### src/rtl/erm_pkg.sv
package erm_pkg;
  localparam int unsigned TRIG_W = 8;

  typedef enum logic [3:0] {
    ST_IDLE,
    ST_TSET,
    ST_TACK,
    ST_TREL,
    ST_HDR,
    ST_ASET,
    ST_DREQ,
    ST_DACK,
    ST_DREL,
    ST_AREL
  } erm_state_e;
endpackage

### src/rtl/erm_fifo.sv
module erm_fifo #(
  parameter int unsigned W     = 8,
  parameter int unsigned DEPTH = 8
) (
  input  logic         clk,
  input  logic         rst_n,
  input  logic         push,
  input  logic [W-1:0] din,
  input  logic         pop,
  output logic [W-1:0] dout,
  output logic         full,
  output logic         empty
);
  localparam int unsigned PW = (DEPTH > 1) ? $clog2(DEPTH) : 1;
  localparam int unsigned CW = $clog2(DEPTH + 1);

  logic [W-1:0]  mem [DEPTH];
  logic [PW-1:0] wr_ptr, rd_ptr;
  logic [CW-1:0] count;
  logic          do_push, do_pop;

  assign full    = (count == CW'(DEPTH));
  assign empty   = (count == '0);
  assign do_push = push && !full;
  assign do_pop  = pop && !empty;
  assign dout    = mem[rd_ptr];

  function automatic logic [PW-1:0] step(input logic [PW-1:0] p);
    return (p == PW'(DEPTH - 1)) ? '0 : p + 1'b1;
  endfunction

  always_ff @(posedge clk) begin
    if (!rst_n) begin
      wr_ptr <= '0;
      rd_ptr <= '0;
      count  <= '0;
    end else begin
      if (do_push) wr_ptr <= step(wr_ptr);
      if (do_pop)  rd_ptr <= step(rd_ptr);
      case ({do_push, do_pop})
        2'b10:   count <= count + 1'b1;
        2'b01:   count <= count - 1'b1;
        default: count <= count;
      endcase
    end
  end

  always_ff @(posedge clk) begin
    if (do_push) mem[wr_ptr] <= din;
  end

  a_r9_no_overflow: assert property (@(posedge clk) disable iff (!rst_n)
    push |-> !full);
  a_r9_no_underflow: assert property (@(posedge clk) disable iff (!rst_n)
    pop |-> !empty);
endmodule

### src/rtl/erm_lowbit.sv
module erm_lowbit #(
  parameter int unsigned N = 16
) (
  input  logic [N-1:0]                      vec,
  output logic [((N > 1) ? $clog2(N) : 1)-1:0] idx,
  output logic                              any
);
  localparam int unsigned IW = (N > 1) ? $clog2(N) : 1;

  always_comb begin
    idx = '0;
    for (int i = N - 1; i >= 0; i--) begin
      if (vec[i]) idx = IW'(i);
    end
  end

  assign any = |vec;
endmodule

### src/rtl/erm_watch.sv
module erm_watch #(
  parameter int unsigned TOW = 16,
  parameter int unsigned FCW = 16
) (
  input  logic           clk,
  input  logic           rst_n,
  input  logic           waiting,
  input  logic [TOW-1:0] tmo_lim,
  input  logic           frame_clr,
  input  logic           frame_end,
  output logic           expired,
  output logic [FCW-1:0] last_cycles
);
  logic [TOW-1:0] wait_cnt;
  logic [FCW-1:0] frame_cnt;

  always_ff @(posedge clk) begin
    if (!rst_n)               wait_cnt <= '0;
    else if (!waiting)        wait_cnt <= '0;
    else if (wait_cnt != '1)  wait_cnt <= wait_cnt + 1'b1;
  end

  assign expired = waiting && (tmo_lim != '0) && (wait_cnt == tmo_lim - TOW'(1));

  always_ff @(posedge clk) begin
    if (!rst_n) begin
      frame_cnt   <= '0;
      last_cycles <= '0;
    end else begin
      if (frame_clr)              frame_cnt <= '0;
      else if (frame_cnt != '1)   frame_cnt <= frame_cnt + 1'b1;
      if (frame_end)
        last_cycles <= (frame_cnt == '1) ? frame_cnt : frame_cnt + 1'b1;
    end
  end
endmodule

### src/rtl/evt_readout_master.sv
module evt_readout_master
  import erm_pkg::*;
#(
  parameter int unsigned NSLV     = 16,
  parameter int unsigned DW       = 16,
  parameter int unsigned TQ_DEPTH = 8,
  parameter int unsigned DQ_DEPTH = 16,
  parameter int unsigned SETUP    = 2,
  parameter int unsigned TOW      = 16,
  parameter int unsigned FCW      = 16,
  localparam int unsigned AW      = (NSLV > 1) ? $clog2(NSLV) : 1
) (
  input  logic              clk,
  input  logic              rst_n,
  input  logic              trig_valid,
  output logic              trig_ready,
  input  logic [7:0]        trig_num,
  output logic [7:0]        bp_tnum,
  output logic              bp_tvalid_n,
  input  logic [NSLV-1:0]   bp_ready_n,
  input  logic              bp_back,
  output logic [AW-1:0]     bp_addr,
  output logic              bp_as_n,
  output logic              bp_ds_n,
  input  logic              bp_dk_n,
  input  logic              bp_eob_n,
  input  logic [DW-1:0]     bp_data,
  output logic              out_valid,
  input  logic              out_ready,
  output logic              out_hdr,
  output logic [DW-1:0]     out_data,
  input  logic              diag_mode,
  input  logic              host_tq_pop,
  output logic              tq_avail,
  output logic [7:0]        tq_head,
  input  logic              host_dq_push,
  input  logic [DW:0]       host_dq_word,
  input  logic [TOW-1:0]    tmo_limit,
  output logic              timeout_flag,
  output logic [FCW-1:0]    frame_cycles
);
  localparam int unsigned FW  = DW + 1;
  localparam int unsigned SCW = $clog2(SETUP + 1);

  erm_state_e      state_q, state_d;
  logic [7:0]      tnum_q;
  logic [NSLV-1:0] mask_q, mask_clr;
  logic [AW-1:0]   addr_q, lo_idx;
  logic [SCW-1:0]  set_cnt;
  logic            eob_q, to_flag_q;
  logic            lo_any;

  logic            tq_push, tq_pop, tq_full, tq_empty;
  logic [7:0]      tq_dout;
  logic            dq_push, dq_pop, dq_full, dq_empty;
  logic [FW-1:0]   dq_din, dq_dout;
  logic            eng_push, host_push, host_pop;

  logic            waiting, abort, setup_done;
  logic            frame_clr, empty_end, last_end, frame_end;

  // trigger queue
  assign trig_ready = !tq_full;
  assign tq_push    = trig_valid && !tq_full;
  assign host_pop   = diag_mode && host_tq_pop && !tq_empty && (state_q == ST_IDLE);
  assign tq_pop     = ((state_q == ST_TACK) && (bp_back || abort)) || host_pop;
  assign tq_avail   = !tq_empty;
  assign tq_head    = tq_dout;

  erm_fifo #(.W(8), .DEPTH(TQ_DEPTH)) u_tq (
    .clk   (clk),
    .rst_n (rst_n),
    .push  (tq_push),
    .din   (trig_num),
    .pop   (tq_pop),
    .dout  (tq_dout),
    .full  (tq_full),
    .empty (tq_empty)
  );

  // data FIFO, fed by the sequencer or, in diagnostic mode, by the host
  assign eng_push  = ((state_q == ST_HDR) && !dq_full) ||
                     ((state_q == ST_DACK) && !bp_dk_n);
  assign host_push = diag_mode && host_dq_push && !dq_full && (state_q == ST_IDLE);
  assign dq_push   = eng_push || host_push;

  always_comb begin
    if (state_q == ST_HDR)
      dq_din = {1'b1, {(DW - TRIG_W){1'b0}}, tnum_q};
    else if (state_q == ST_DACK)
      dq_din = {1'b0, bp_data};
    else
      dq_din = host_dq_word;
  end

  assign out_valid = !dq_empty;
  assign dq_pop    = out_valid && out_ready;
  assign out_hdr   = dq_dout[DW];
  assign out_data  = dq_dout[DW-1:0];

  erm_fifo #(.W(FW), .DEPTH(DQ_DEPTH)) u_dq (
    .clk   (clk),
    .rst_n (rst_n),
    .push  (dq_push),
    .din   (dq_din),
    .pop   (dq_pop),
    .dout  (dq_dout),
    .full  (dq_full),
    .empty (dq_empty)
  );

  // next claimed slave
  erm_lowbit #(.N(NSLV)) u_pick (
    .vec (mask_q),
    .idx (lo_idx),
    .any (lo_any)
  );

  assign mask_clr = mask_q & ~(NSLV'(1) << addr_q);

  // timeout and frame timing
  assign waiting = ((state_q == ST_TACK) && !bp_back)  ||
                   ((state_q == ST_TREL) &&  bp_back)  ||
                   ((state_q == ST_DACK) &&  bp_dk_n)  ||
                   ((state_q == ST_DREL) && !bp_dk_n);

  assign frame_clr = (state_q == ST_TSET);
  assign empty_end = (state_q == ST_TACK) && bp_back && (&bp_ready_n);
  assign last_end  = (state_q == ST_DREL) && bp_dk_n && eob_q && (mask_clr == '0);
  assign frame_end = empty_end || last_end || abort;

  erm_watch #(.TOW(TOW), .FCW(FCW)) u_watch (
    .clk         (clk),
    .rst_n       (rst_n),
    .waiting     (waiting),
    .tmo_lim     (tmo_limit),
    .frame_clr   (frame_clr),
    .frame_end   (frame_end),
    .expired     (abort),
    .last_cycles (frame_cycles)
  );

  // sequencer
  assign setup_done = (set_cnt == SCW'(SETUP - 1));

  always_comb begin
    state_d = state_q;
    unique case (state_q)
      ST_IDLE: if (!diag_mode && !tq_empty) state_d = ST_TSET;
      ST_TSET: if (setup_done) state_d = ST_TACK;
      ST_TACK: begin
        if (abort)        state_d = ST_IDLE;
        else if (bp_back) state_d = ST_TREL;
      end
      ST_TREL: begin
        if (abort)         state_d = ST_IDLE;
        else if (!bp_back) state_d = (mask_q == '0) ? ST_IDLE : ST_HDR;
      end
      ST_HDR:  if (!dq_full) state_d = ST_ASET;
      ST_ASET: if (setup_done) state_d = ST_DREQ;
      ST_DREQ: if (!dq_full) state_d = ST_DACK;
      ST_DACK: begin
        if (abort)         state_d = ST_IDLE;
        else if (!bp_dk_n) state_d = ST_DREL;
      end
      ST_DREL: begin
        if (abort)        state_d = ST_IDLE;
        else if (bp_dk_n) state_d = eob_q ? ST_AREL : ST_DREQ;
      end
      ST_AREL: state_d = lo_any ? ST_ASET : ST_IDLE;
      default: state_d = ST_IDLE;
    endcase
  end

  always_ff @(posedge clk) begin
    if (!rst_n) begin
      state_q   <= ST_IDLE;
      tnum_q    <= '0;
      mask_q    <= '0;
      addr_q    <= '0;
      set_cnt   <= '0;
      eob_q     <= 1'b0;
      to_flag_q <= 1'b0;
    end else begin
      state_q <= state_d;

      if (state_d != state_q)                               set_cnt <= '0;
      else if (state_q == ST_TSET || state_q == ST_ASET)    set_cnt <= set_cnt + 1'b1;

      if (state_q == ST_IDLE && state_d == ST_TSET) begin
        tnum_q    <= tq_dout;
        to_flag_q <= 1'b0;
      end

      if (state_q == ST_TACK && bp_back)                    mask_q <= ~bp_ready_n;
      if (state_q == ST_DACK && !bp_dk_n)                   eob_q  <= !bp_eob_n;
      if (state_q == ST_DREL && bp_dk_n && eob_q)           mask_q <= mask_clr;
      if ((state_q == ST_HDR || state_q == ST_AREL) && state_d == ST_ASET)
        addr_q <= lo_idx;

      if (abort) begin
        mask_q    <= '0;
        eob_q     <= 1'b0;
        to_flag_q <= 1'b1;
      end
    end
  end

  assign bp_tnum      = tnum_q;
  assign bp_tvalid_n  = (state_q != ST_TACK);
  assign bp_addr      = addr_q;
  assign bp_as_n      = !(state_q == ST_DREQ || state_q == ST_DACK || state_q == ST_DREL);
  assign bp_ds_n      = (state_q != ST_DACK);
  assign timeout_flag = to_flag_q;

  // protocol checks
  a_r2_tnum_hold: assert property (@(posedge clk) disable iff (!rst_n)
    (!bp_tvalid_n && $past(!bp_tvalid_n)) |-> $stable(bp_tnum));
  a_r2_no_overlap: assert property (@(posedge clk) disable iff (!rst_n)
    !(!bp_tvalid_n && !bp_as_n));
  a_r3_addr_claimed: assert property (@(posedge clk) disable iff (!rst_n)
    (state_q == ST_ASET && $past(state_q) != ST_ASET) |-> mask_q[addr_q]);
  a_r4_addr_hold: assert property (@(posedge clk) disable iff (!rst_n)
    (!bp_as_n && $past(!bp_as_n)) |-> $stable(bp_addr));
  a_r5_ds_inside_as: assert property (@(posedge clk) disable iff (!rst_n)
    !bp_ds_n |-> !bp_as_n);
  a_r5_ds_release: assert property (@(posedge clk) disable iff (!rst_n)
    $rose(bp_ds_n) |-> ($past(!bp_dk_n) || $past(abort)));
  a_r9_no_ds_when_full: assert property (@(posedge clk) disable iff (!rst_n)
    $fell(bp_ds_n) |-> $past(!dq_full));
  a_r10_release: assert property (@(posedge clk) disable iff (!rst_n)
    $rose(timeout_flag) |-> (bp_tvalid_n && bp_as_n && bp_ds_n));
  a_r12_quiet: assert property (@(posedge clk) disable iff (!rst_n)
    (diag_mode && $past(diag_mode) && $past(state_q) == ST_IDLE) |-> (bp_tvalid_n && bp_as_n));
endmodule

### config.mk
export PLATFORM = sky130hd
export DESIGN_NAME = evt_readout_master
export DESIGN_NICKNAME = d
export VERILOG_FILES = /design/src/rtl/erm_pkg.sv /design/src/rtl/erm_fifo.sv /design/src/rtl/erm_lowbit.sv /design/src/rtl/erm_watch.sv /design/src/rtl/evt_readout_master.sv
export SDC_FILE = /design/constraint.sdc
export NUM_CORES = 1
export LEC_CHECK = 0
export BUFFER_PORTS_ARGS = -buffer_cell sky130_fd_sc_hd__buf_4
export CORE_AREA = 2 2 183 185
export DETAILED_ROUTE_END_ITERATION = 16
export DIE_AREA = 0 0 185 187
export GPL_TIMING_DRIVEN = 0
export MAX_ROUTING_LAYER = met4
export PLACE_DENSITY_LB_ADDON = 0.1
export SLEW_MARGIN = 5
export SYNTH_ARGS = -nofsm -noshare
export SYNTH_HDL_FRONTEND = slang
export SYNTH_SLANG_ARGS = --single-unit
### constraint.sdc
create_clock -name clk -period 4.8 [get_ports clk]
set_clock_uncertainty 0.1 [all_clocks]
set_input_delay 0.24 -clock clk [delete_from_list [all_inputs] [get_ports clk]]
set_output_delay 0.24 -clock clk [all_outputs]
set_load 0.01 [all_outputs]
After elaboration in Yosys (flattened, before gate mapping) --
Memories as Yosys holds them, arrays and structs flattened. A register that Yosys moved wholly into a read port is not among the register bits. Index checks and enable logic that the tools add are counted.
Storage, ports and cells: memory bits (read-only) 0, bits in latches 0, output and inout bits 60, flip-flop bits (word level) 107, logic and storage cells 185, bits in writable memories 336, memories kept 2
Memories:
- u_dq.mem | words 16, bits a word 17, read ports 1, clocked after memory_dff 1, write ports 1, RTL line erm_fifo.sv:17 | logic [W-1:0] mem [DEPTH];
- u_tq.mem | words 8, bits a word 8, read ports 1, clocked after memory_dff 1, write ports 1, RTL line erm_fifo.sv:17
Operators by class: equality and inequality tests 29, bitwise operators 4, shift operators 1, div/mod/pow operators 0, reduce and logical (&&, ||, !) cells 67, add/sub/neg operators 12, multipliers 0, mux-type cells 54, magnitude comparators 0
Operators by type and width (count):
- $mux W4 | 34
- $mux W16 | 3
- $pmux W4 S10 | 1
- $mux W17 | 2
- $add A16 B1 Y16 const B | 2
- $logic_not A16 Y1 | 2
- $ne A16 B16 Y1 const B | 2
- $not A16 Y16 | 2
- $logic_and A1 B1 Y1 | 29
- $eq A4 B3 Y1 const B | 5
- $eq A4 B4 Y1 const B | 5
- $mux W3 | 6
- $and A16 B16 Y16 | 1
- $eq A16 B16 Y1 | 1
- $eq A16 B16 Y1 const B | 1
- $reduce_and A16 Y1 | 1
- $reduce_bool A16 Y1 | 1
- $reduce_or A16 Y1 | 1
- $shl A1 B4 Y16 const A | 1
- $sub A16 B1 Y16 const B | 1
- $logic_or A1 B1 Y1 | 13
- $add A4 B1 Y4 const B | 3
- $pmux W5 S2 | 1
- $logic_not A1 Y1 | 9
- 22 further kinds | 40

Depth between registers and ports, before layout --
Gate-level depths: netlist (run 1).
word-level depth 16, depth in mapped cells 20

Cells and area by module --
Synthesis (run 1) repeated with hierarchy kept, for this count alone.
Unflattened totals: cells, all modules 1341, area, all modules 19602.6 um^2
Modules (own cells, without submodules):
- erm_fifo (u_dq) | cells each 494, instances 1, area each 11220.8 um^2
- erm_fifo (u_tq) | cells each 172, instances 1, area each 3131.8 um^2
- evt_readout_master | cells each 340, instances 1, area each 2546.2 um^2
- erm_watch | cells each 301, instances 1, area each 2527.4 um^2
- erm_lowbit | cells each 34, instances 1, area each 176.4 um^2

Worst setup path before layout (run 1) --
No wires, ideal clock.
path kind in2reg, start point in tmo_limit[0], end point reg u_tq.count[2], library setup time 0.076 ns, cell stages on the path 20, buffers on the path 3, arrival time 3.821 ns, data required time 4.624 ns, slack 0.803 ns, cell sequence inv_1 -> ha_1 -> or4b_1 -> buf_2 -> nor4_4 -> mux2i_1 -> nor3b_2 -> o22a_1 -> nand2b_1 -> buf_6 -> a21oi_1 -> or2_2 -> clkbuf_1 -> ha_1 -> xor2_1 -> ha_1 -> a21oi_1 -> xor2_1 -> or3_1 -> a21boi_0
On the way: longest elaborated chain between the ends 9
RTL lines:
- from (decl) | RTL line evt_readout_master.sv:38 | input logic [TOW-1:0] tmo_limit,
- $sub A16 B1 Y16 / $reduce_bool A16 Y1 (equally long branches) | RTL line erm_watch.sv:23 | assign expired = waiting && (tmo_lim != '0) && (wait_cnt == tmo_lim - TOW'(1));
- $eq A16 B16 Y1 / $logic_and A1 B1 Y1 (equally long branches) | RTL line erm_watch.sv:23
- $logic_and A1 B1 Y1 (*) | RTL line erm_watch.sv:23
- $logic_or A1 B1 Y1 (*) | RTL line evt_readout_master.sv:66 | assign tq_pop = ((state_q == ST_TACK) && (bp_back || abort)) || host_pop;
- $logic_and A1 B1 Y1 (*) | RTL line evt_readout_master.sv:66
- $logic_or A1 B1 Y1 (*) | RTL line evt_readout_master.sv:66
- $logic_and A1 B1 Y1 (*) | RTL line erm_fifo.sv:25 | assign do_pop = pop && !empty;
- $eq A2 B1 Y1 / $eq A2 B2 Y1 (equally long branches) | RTL line erm_fifo.sv:40 | case ({do_push, do_pop})
- $pmux W4 S2 / $reduce_bool A2 Y1 (equally long branches)
- to (signal assigned) | RTL line erm_fifo.sv:41 | 2'b10: count <= count + 1'b1;
- to (signal assigned) | RTL line erm_fifo.sv:42 | 2'b01: count <= count - 1'b1;
- to (signal assigned) | RTL line erm_fifo.sv:43 | default: count <= count;
- to (decl) | RTL line erm_fifo.sv:19 | logic [CW-1:0] count;
Every way passes the cells marked *; elsewhere a longest branch is shown, timed or not. A chain may end at the register's enable or synchronous reset.

==> metrics.yaml, run 1 <==
grt_pass1_vias: 12300
hold_path.class: "primary input to flip-flop"
ys_types: 73
slew_headroom_pct: 20.6
synth_top_cell_by_area: "edfxtp_1"
hold_slack_ps: 26.8
dpl.hpwl_um: 31100
arrival_ps: 4110
end_kind: "output pin"
grt_max_degree: 17
status: "completed"
cts_resized: 0
clock-sinks: 450
postCtsSetupRepairBufs: 0
dieHeight_um: 187
drv_slew: 0
synth-edff-count: 336
post-route-period-util_pct: 92.8
core_um2: 32900
cts-hold-fix-buffers: 26
cts_tree: "yes"
detail_route.vias_per_cell: 5.98
gp_congestion: 0.909
pin_count: 143
antenna_found_initial: 0
first_iter_violations: 1095
path_max_fanout: 10
final_antenna_net_count: 0
clk_latency_ps: 550
drive_gt1_share_pct: 24.0
cts_buffers: 44
synth_simple_gate_area_share_pct: 9.97
path_cells: "clkbuf_1 -> buf_1 -> buf_1 -> mux4_2 -> mux4_2 -> buf_4"
dr.pass1.iters: 5
htree_levels: 2
critPathSlowestCell: "buf_1"
cts-root-buf: "clkbuf_16"
rows: 67
worstSetupStartpointType: "flip-flop"
tightest_slew_ps: 1190
leakagePower_nw: 8.04
die_x_um: 185
fin_ws_ps: 346
port_buffers: 140
crit_family: "buffers and inverters"
synthAdderAreaFrac_pct: 1.40
rsz0062_at_grt: "no"
max-vdd-ir-drop_uv: 340
drv_cap: 0
synthXorXnorAreaFrac_pct: 2.53
syn_inst: 1325
finalSetupViolations: 0
nFillCells: 2299
slowest_delay_ps: 910
synth_top_cells_by_area: "edfxtp_1 (52%), dfxtp_1 (12%), mux4_2 (12%)"
grt_overflow_total: 0
synthArstFlopShare_pct: 0
vias: 12200
muxShareOfSynthArea_pct: 13.8
yosysSeqAreaShare_pct: 63.9
path_buf_inv: 4
post-route-min-period_ps: 4450
clkTransAtPathRegs_ps: 60
synth_top_area_share_pct: 52.1
path_class: "flip-flop to output pin"
clock.fmax_mhz: 225
grt_use_total_pct: 28.4
synth_compound_area_share_pct: 6.24
setup_tns_ps: 0
area_delta_synth_final_pct: 19.0
num_antenna_cells: 0
synth_top_family_by_area: "multiplexers"
pre_cts_slack_ps: 106
total_power_mw: 9.65
cts_buffer_depth: 3
initial_core_util_pct: 58.9
grt_first_pass_wirelength_um: 71000
p_per_area_nw_per_um2: 419
worstPathRequired_ps: 4460
syn_avg_cell_area_um2: 14.6
nets: 1662
syn_nets: 1429
finalHoldViolations: 0
yosysWarnings: 0
ys.flop_type: "edfxtp_1"
drt_wl_total_um: 46600
wl_per_cell_um: 22.8
route.detailed.drc: 0
die-area_um2: 34600
synthesis.area_um2: 19400
ys_ff_latch: 450
[per-stage QoR]
step	utilization [%]	cells	cell area [um2]
6_report	70.1	2042	23000
4_1_cts	70.1	2042	23000
5_1_grt	70.1	2042	23000
2_1_floorplan	-	1325	19400
3_5_place_dp	64.9	1934	21300
3_3_place_gp	63.8	1913	21000
[path summary, 6_finish.rpt]
check                           slack [ps]          from             end  depth (start not counted)
worst max-delay path                   350     flip-flop     out_data[4]                          6
worst min-delay path                    30   host_tq_pop  u_tq.rd_ptr[0]                          4
worst max register to register         590    state_q[1]  u_dq.mem[3][3]                         11
worst min register to register         400  timeout_flag    timeout_flag                          2
[cell usage after synthesis, types with 28 or more instances]
| cell | number |
|---|---|
| clkbuf_1 | 57 |
| mux2i_1 | 29 |
| nor2_1 | 80 |
| inv_1 | 30 |
| mux4_2 | 101 |
| xor2_1 | 32 |
| edfxtp_1 | 336 |
| dfxtp_1 | 114 |
| o21ai_0 | 58 |
| nand2_1 | 89 |
| a21oi_1 | 35 |
| nand3_1 | 28 |
[worst register-to-register path: stages, from the launching register on]
cell and delay [ps]:
dfxtp_1 440, clkbuf_1 380, nand2_1 190, nor2_1 160
inv_1 190, nor2_1 240, a211oi_1 110, a21oi_1 630
nand2_1 380, nor3_2 710, buf_6 240, buf_6 150
[state kept, by name (all words and copies together) (netlist names), named ones only]
name	flops
bp_tnum	8
u_dq.count	5
mask_q	16
u_watch.frame_cnt	16
eob_q	1
u_tq.wr_ptr	3
u_tq.count	4
timeout_flag	1
u_watch.wait_cnt	16
u_dq.wr_ptr	4
bp_addr	4
u_tq.rd_ptr	3
state_q	4
set_cnt	2
u_dq.rd_ptr	4
u_dq.mem	272
u_tq.mem	64
u_watch.last_cycles	16
[cell usage in the layout, fill, tap and decap left out, types with 8 or more instances in the layout]
master           n
nand3_1         28
nor2_1          68
o211a_1         11
a22oi_1         12
nor2b_1         26
a21oi_1         35
clkbuf_16       46
and3_1          26
a31oi_1          9
nor3_2           9
inv_1           30
mux4_2         101
dlygate4sd3_1   26
xnor2_1         24
nor4_1           8
o21ai_0         58
edfxtp_1       336
nand2_1         89
nand4_1         22
mux2i_1         29
buf_1           11
buf_8           12
mux2_2           9
a22o_1           8
nor2_2          12
buf_4          141
xor2_1          32
nor3_1          16
nand2b_1        13
buf_6           11
and2_1          15
ha_1            20
dfxtp_1        114
clkbuf_1        70
[cells by family after synthesis]
| group | Yosys count |
|---|---|
| DFF | 450 |
| and+or+nand+nor | 373 |
| AOI/OAI and AO/OA | 181 |
| muxes | 139 |
| buffers and inverters | 105 |
| xor gates and xnor gates | 56 |
| adders and majority gates | 21 |
[layer usage]
| layer | share of wire (%) | global-route usage [%] | up-vias |
|---|---|---|---|
| li1 | - | - | 5565 |
| met1 | 41 | 37.1 | 6124 |
| met2 | 50 | 46.2 | 450 |
| met3 | 6.0 | 4.26 | 82 |
| met4 | 2.9 | 9.04 | 0 |
| met5 | 0 | - | - |
[report_power, final]
| group | internal, mW | total (mW) | switching (mW) |
|---|---|---|---|
| Clock | 2.03 | 3.47 | 1.44 |
| Sequential | 4.30 | 4.39 | 0.0936 |
| Combinational | 0.890 | 1.79 | 0.898 |
[final cells by class]
type | count | area (um2) | area share (%)
Sequential cell | 450 | 12400 | 53.7
Multi-Input combinational cell | 770 | 6640 | 28.8
Timing Repair Buffer | 187 | 1590 | 6.90
Clock buffer | 68 | 1300 | 5.64
Tap cell | 448 | 561 | 2.43
Buffer | 75 | 309 | 1.34
Clock inverter | 14 | 156 | 0.679
Inverter | 30 | 113 | 0.489
(Power assumes the default switching activity.)
==> inputs of run 2 (changes only) <==
--- a/config.mk
+++ b/config.mk
@@ -6,12 +6,14 @@
 export NUM_CORES = 1
 export LEC_CHECK = 0
 export BUFFER_PORTS_ARGS = -buffer_cell sky130_fd_sc_hd__buf_4
-export CORE_AREA = 2 2 183 185
+export CORE_AREA = 2 2 262 264
+export CTS_CLUSTER_SIZE = 8
 export DETAILED_ROUTE_END_ITERATION = 16
-export DIE_AREA = 0 0 185 187
+export DIE_AREA = 0 0 264 266
 export GPL_TIMING_DRIVEN = 0
 export MAX_ROUTING_LAYER = met4
 export PLACE_DENSITY_LB_ADDON = 0.1
+export REMOVE_ABC_BUFFERS = 1
 export SLEW_MARGIN = 5
 export SYNTH_ARGS = -nofsm -noshare
 export SYNTH_HDL_FRONTEND = slang
==> run 2 against run 1 <==
Total power increased by 8.8%. Sequential share of layout area decreased by 2.3 points. Die area grew 100%. Clock power up 24%. Critical path type is now flip-flop to flip-flop.
==> metrics.yaml, run 2 (synthesis gave the netlist of run 1 again) <==
status: "completed"
vias: 11700  # -4.1%
post-route-period-util_pct: 91.1  # -1.7 points
drt_wl_total_um: 51900  # +11%
seqCellArea_um2: 12400  # about the same
rr_worst_depth: 17  # +6
cp_common_cell: "inv_1"
path_class: "flip-flop to flip-flop"
postCtsSetupRepairBufs: 0  # unchanged
nFillCells: 6573  # +190%
core_um2: 67700  # +110%
leakagePower_nw: 8.25  # +2.6%
multiInputGateArea_um2: 6750  # +1.6%
drive_gt1_share_pct: 26.0  # +2.1 points
total_power_mw: 10.5  # +8.8%
finalSetupViolations: 0  # unchanged
cts_tree: "yes"
max-vdd-ir-drop_uv: 210  # -38%
die_x_um: 264  # +43%
max_flop_register: "u_dq.mem"
hold_path.class: "primary input to flip-flop"
final_cells: 2433  # +19%
first_iter_violations: 751  # -31%
die-area_um2: 70200  # +100%
grt_pass1_vias: 12200  # -0.15%
post-route-min-period_ps: 4370  # -81.8 ps
clk_latency_ps: 590  # +40 ps
r2r-end: "u_dq.count[4]"
critPathLaunch: "state_q[1]"
finalHoldViolations: 0  # unchanged
nets: 1624  # -2.3%
post-place-cells: 2305  # +19%
drv_slew: 0  # unchanged
initial_core_util_pct: 28.6  # -30 points
path_cells: "nand2_1 -> nor2_4 -> buf_12 -> inv_1 -> nor2_1 -> a211oi_1 -> a21oi_2 -> inv_1 -> ha_1 -> inv_1 -> fa_1 -> inv_1 -> a21o_1 -> a21oi_1 -> xnor2_1 -> or3_1 -> a21boi_0"
area_delta_synth_final_pct: 24.5
rows: 96  # +43%
arrival_ps: 4780  # +670 ps
antenna_found_initial: 3  # +3
dpl.hpwl_um: 33100  # +6.4%
reg2reg_slack_ps: 430  # -160 ps
setup_tns_ps: 0  # unchanged
grt_use_total_pct: 15.6  # -13 points
critPathSlowestCell: "dfxtp_1"
dr.pass1.iters: 5  # unchanged
htree_levels: 3  # +1
crit_end: "u_dq.count[4]"
clock.fmax_mhz: 229  # +1.9%
dpl_cell_area_um2: 21900  # +2.7%
grt_first_pass_wirelength_um: 79000  # +11%
end_kind: "flip-flop"
cts_buffers: 66  # +50%
worstSetupStartpointType: "flip-flop"
port_buffers: 142  # +1.4%
path_max_fanout: 16  # +6
worstPathRequired_ps: 5200  # +740 ps
layout_common_cells: "edfxtp_1 (336), buf_4 (145), dfxtp_1 (110), mux4_2 (101), nand2_1 (89)"
tightest_slew_ps: 1150  # -41.1 ps
slew_headroom_pct: 23.3  # +2.6 points
cts-root-buf: "clkbuf_16"
clock-sinks: 450  # unchanged
slowest_delay_ps: 690  # -220 ps
grt_overflow_total: 0  # unchanged
gp_congestion: 0.778  # -14%
finalCoreUtilization_pct: 35.6  # -35 points
route.detailed.drc: 0  # unchanged
p_per_area_nw_per_um2: 436  # +4.1%
drv_cap: 0  # unchanged
r2r_start: "state_q[1]"
pin_count: 143  # unchanged
final_area_um2: 24100  # +4.6%
cts_buffer_depth: 3  # unchanged
top_regs: "u_dq.mem (272), u_tq.mem (64)"
largest_register_ffs: 272  # unchanged
wl_per_cell_um: 21.3  # -6.4%
detail_route.vias_per_cell: 4.82  # -20%
hp-start: "rst_n"
dieHeight_um: 266  # +42%
rsz0062_at_grt: "no"
clkTransAtPathRegs_ps: 50  # about the same
final_antenna_net_count: 0  # unchanged
final_common_cell: "edfxtp_1"
grt_max_degree: 82  # +65
==> run 2: cell types whose count changed in the layout (fill, tap and decap cells not counted), moves of 11 or more <==
| cell | previous run | this run |
|---|---|---|
| clkbuf_1 | 70 | 23 |
| buf_1 | 11 | 0 |
| nor2_4 | 0 | 14 |
| nor2_2 | 12 | 0 |
| clkbuf_16 | 46 | 69 |
| buf_8 | 12 | 1 |
==> run 2: layer usage <==
metal	global-route usage [%]	up-vias	part of all wire [%]
li1	-	5505	-
met1	20.3	5922	46
met2	25.0	228	49
met3	2.94	64	3.7
met4	3.81	0	1.7
met5	-	-	0
==> run 2: worst max-delay path, delay by kind of cell, from the launching register on <==
kind | cells | cell delay, ps
buffers and inverters | 5 | 720
AO/OA/AOI/OAI | 5 | 1000
XOR/XNOR | 1 | 90
flip-flops | 1 | 690
adder cells (fa/ha/maj) | 2 | 470
AND/OR/NAND/NOR | 4 | 1200
==> run 2: how the worst min path moves through the flow <==
stage / endpoint / slack, ps / cells after the start
after floorplan: eob_q / 230 / 1
after global placement: eob_q / 350 / 2
after detailed placement: eob_q / 350 / 2
after CTS: u_tq.rd_ptr[0] / 130 / 5
after global routing: flip-flop / 180 / 4
final: u_watch.last_cycles[7] / 160 / 2
==> run 2: power breakdown <==
part | leakage [nW] | switching, mW | internal, mW
Clock | 0.914 | 1.68 | 2.63
Sequential | 3.95 | 0.176 | 4.31
Combinational | 3.38 | 0.790 | 0.917
Total | 8.25 | 2.64 | 7.85
==> run 2: layout make-up <==
class / count / share of cell area (%)
timing repair buffer: 202 / 7.71
multi-input combinational: 770 / 28.0
clock inverter: 3 / 0.249
antenna: 3 / 0.0312
clock buffer: 93 / 7.58
tap: 882 / 4.58
sequential: 450 / 51.4
inverter: 30 / 0.467
==> run 2: what timing repair did <==
action                     in CTS  in global routing
hold endpoints to repair       88                  0
setup endpoints to repair       0                 29
hold buffers                   29                  0
resized for setup               0                  3
==> run 2: metrics by stage <==
stage | setup slack (ps) | hold WS, ps
detailed placement | -446 | 353
global placement | -4750 | 353
global route | 151 | 178
floorplan | 419 | 234
CTS | 59.3 | 135
finish | 428 | 160
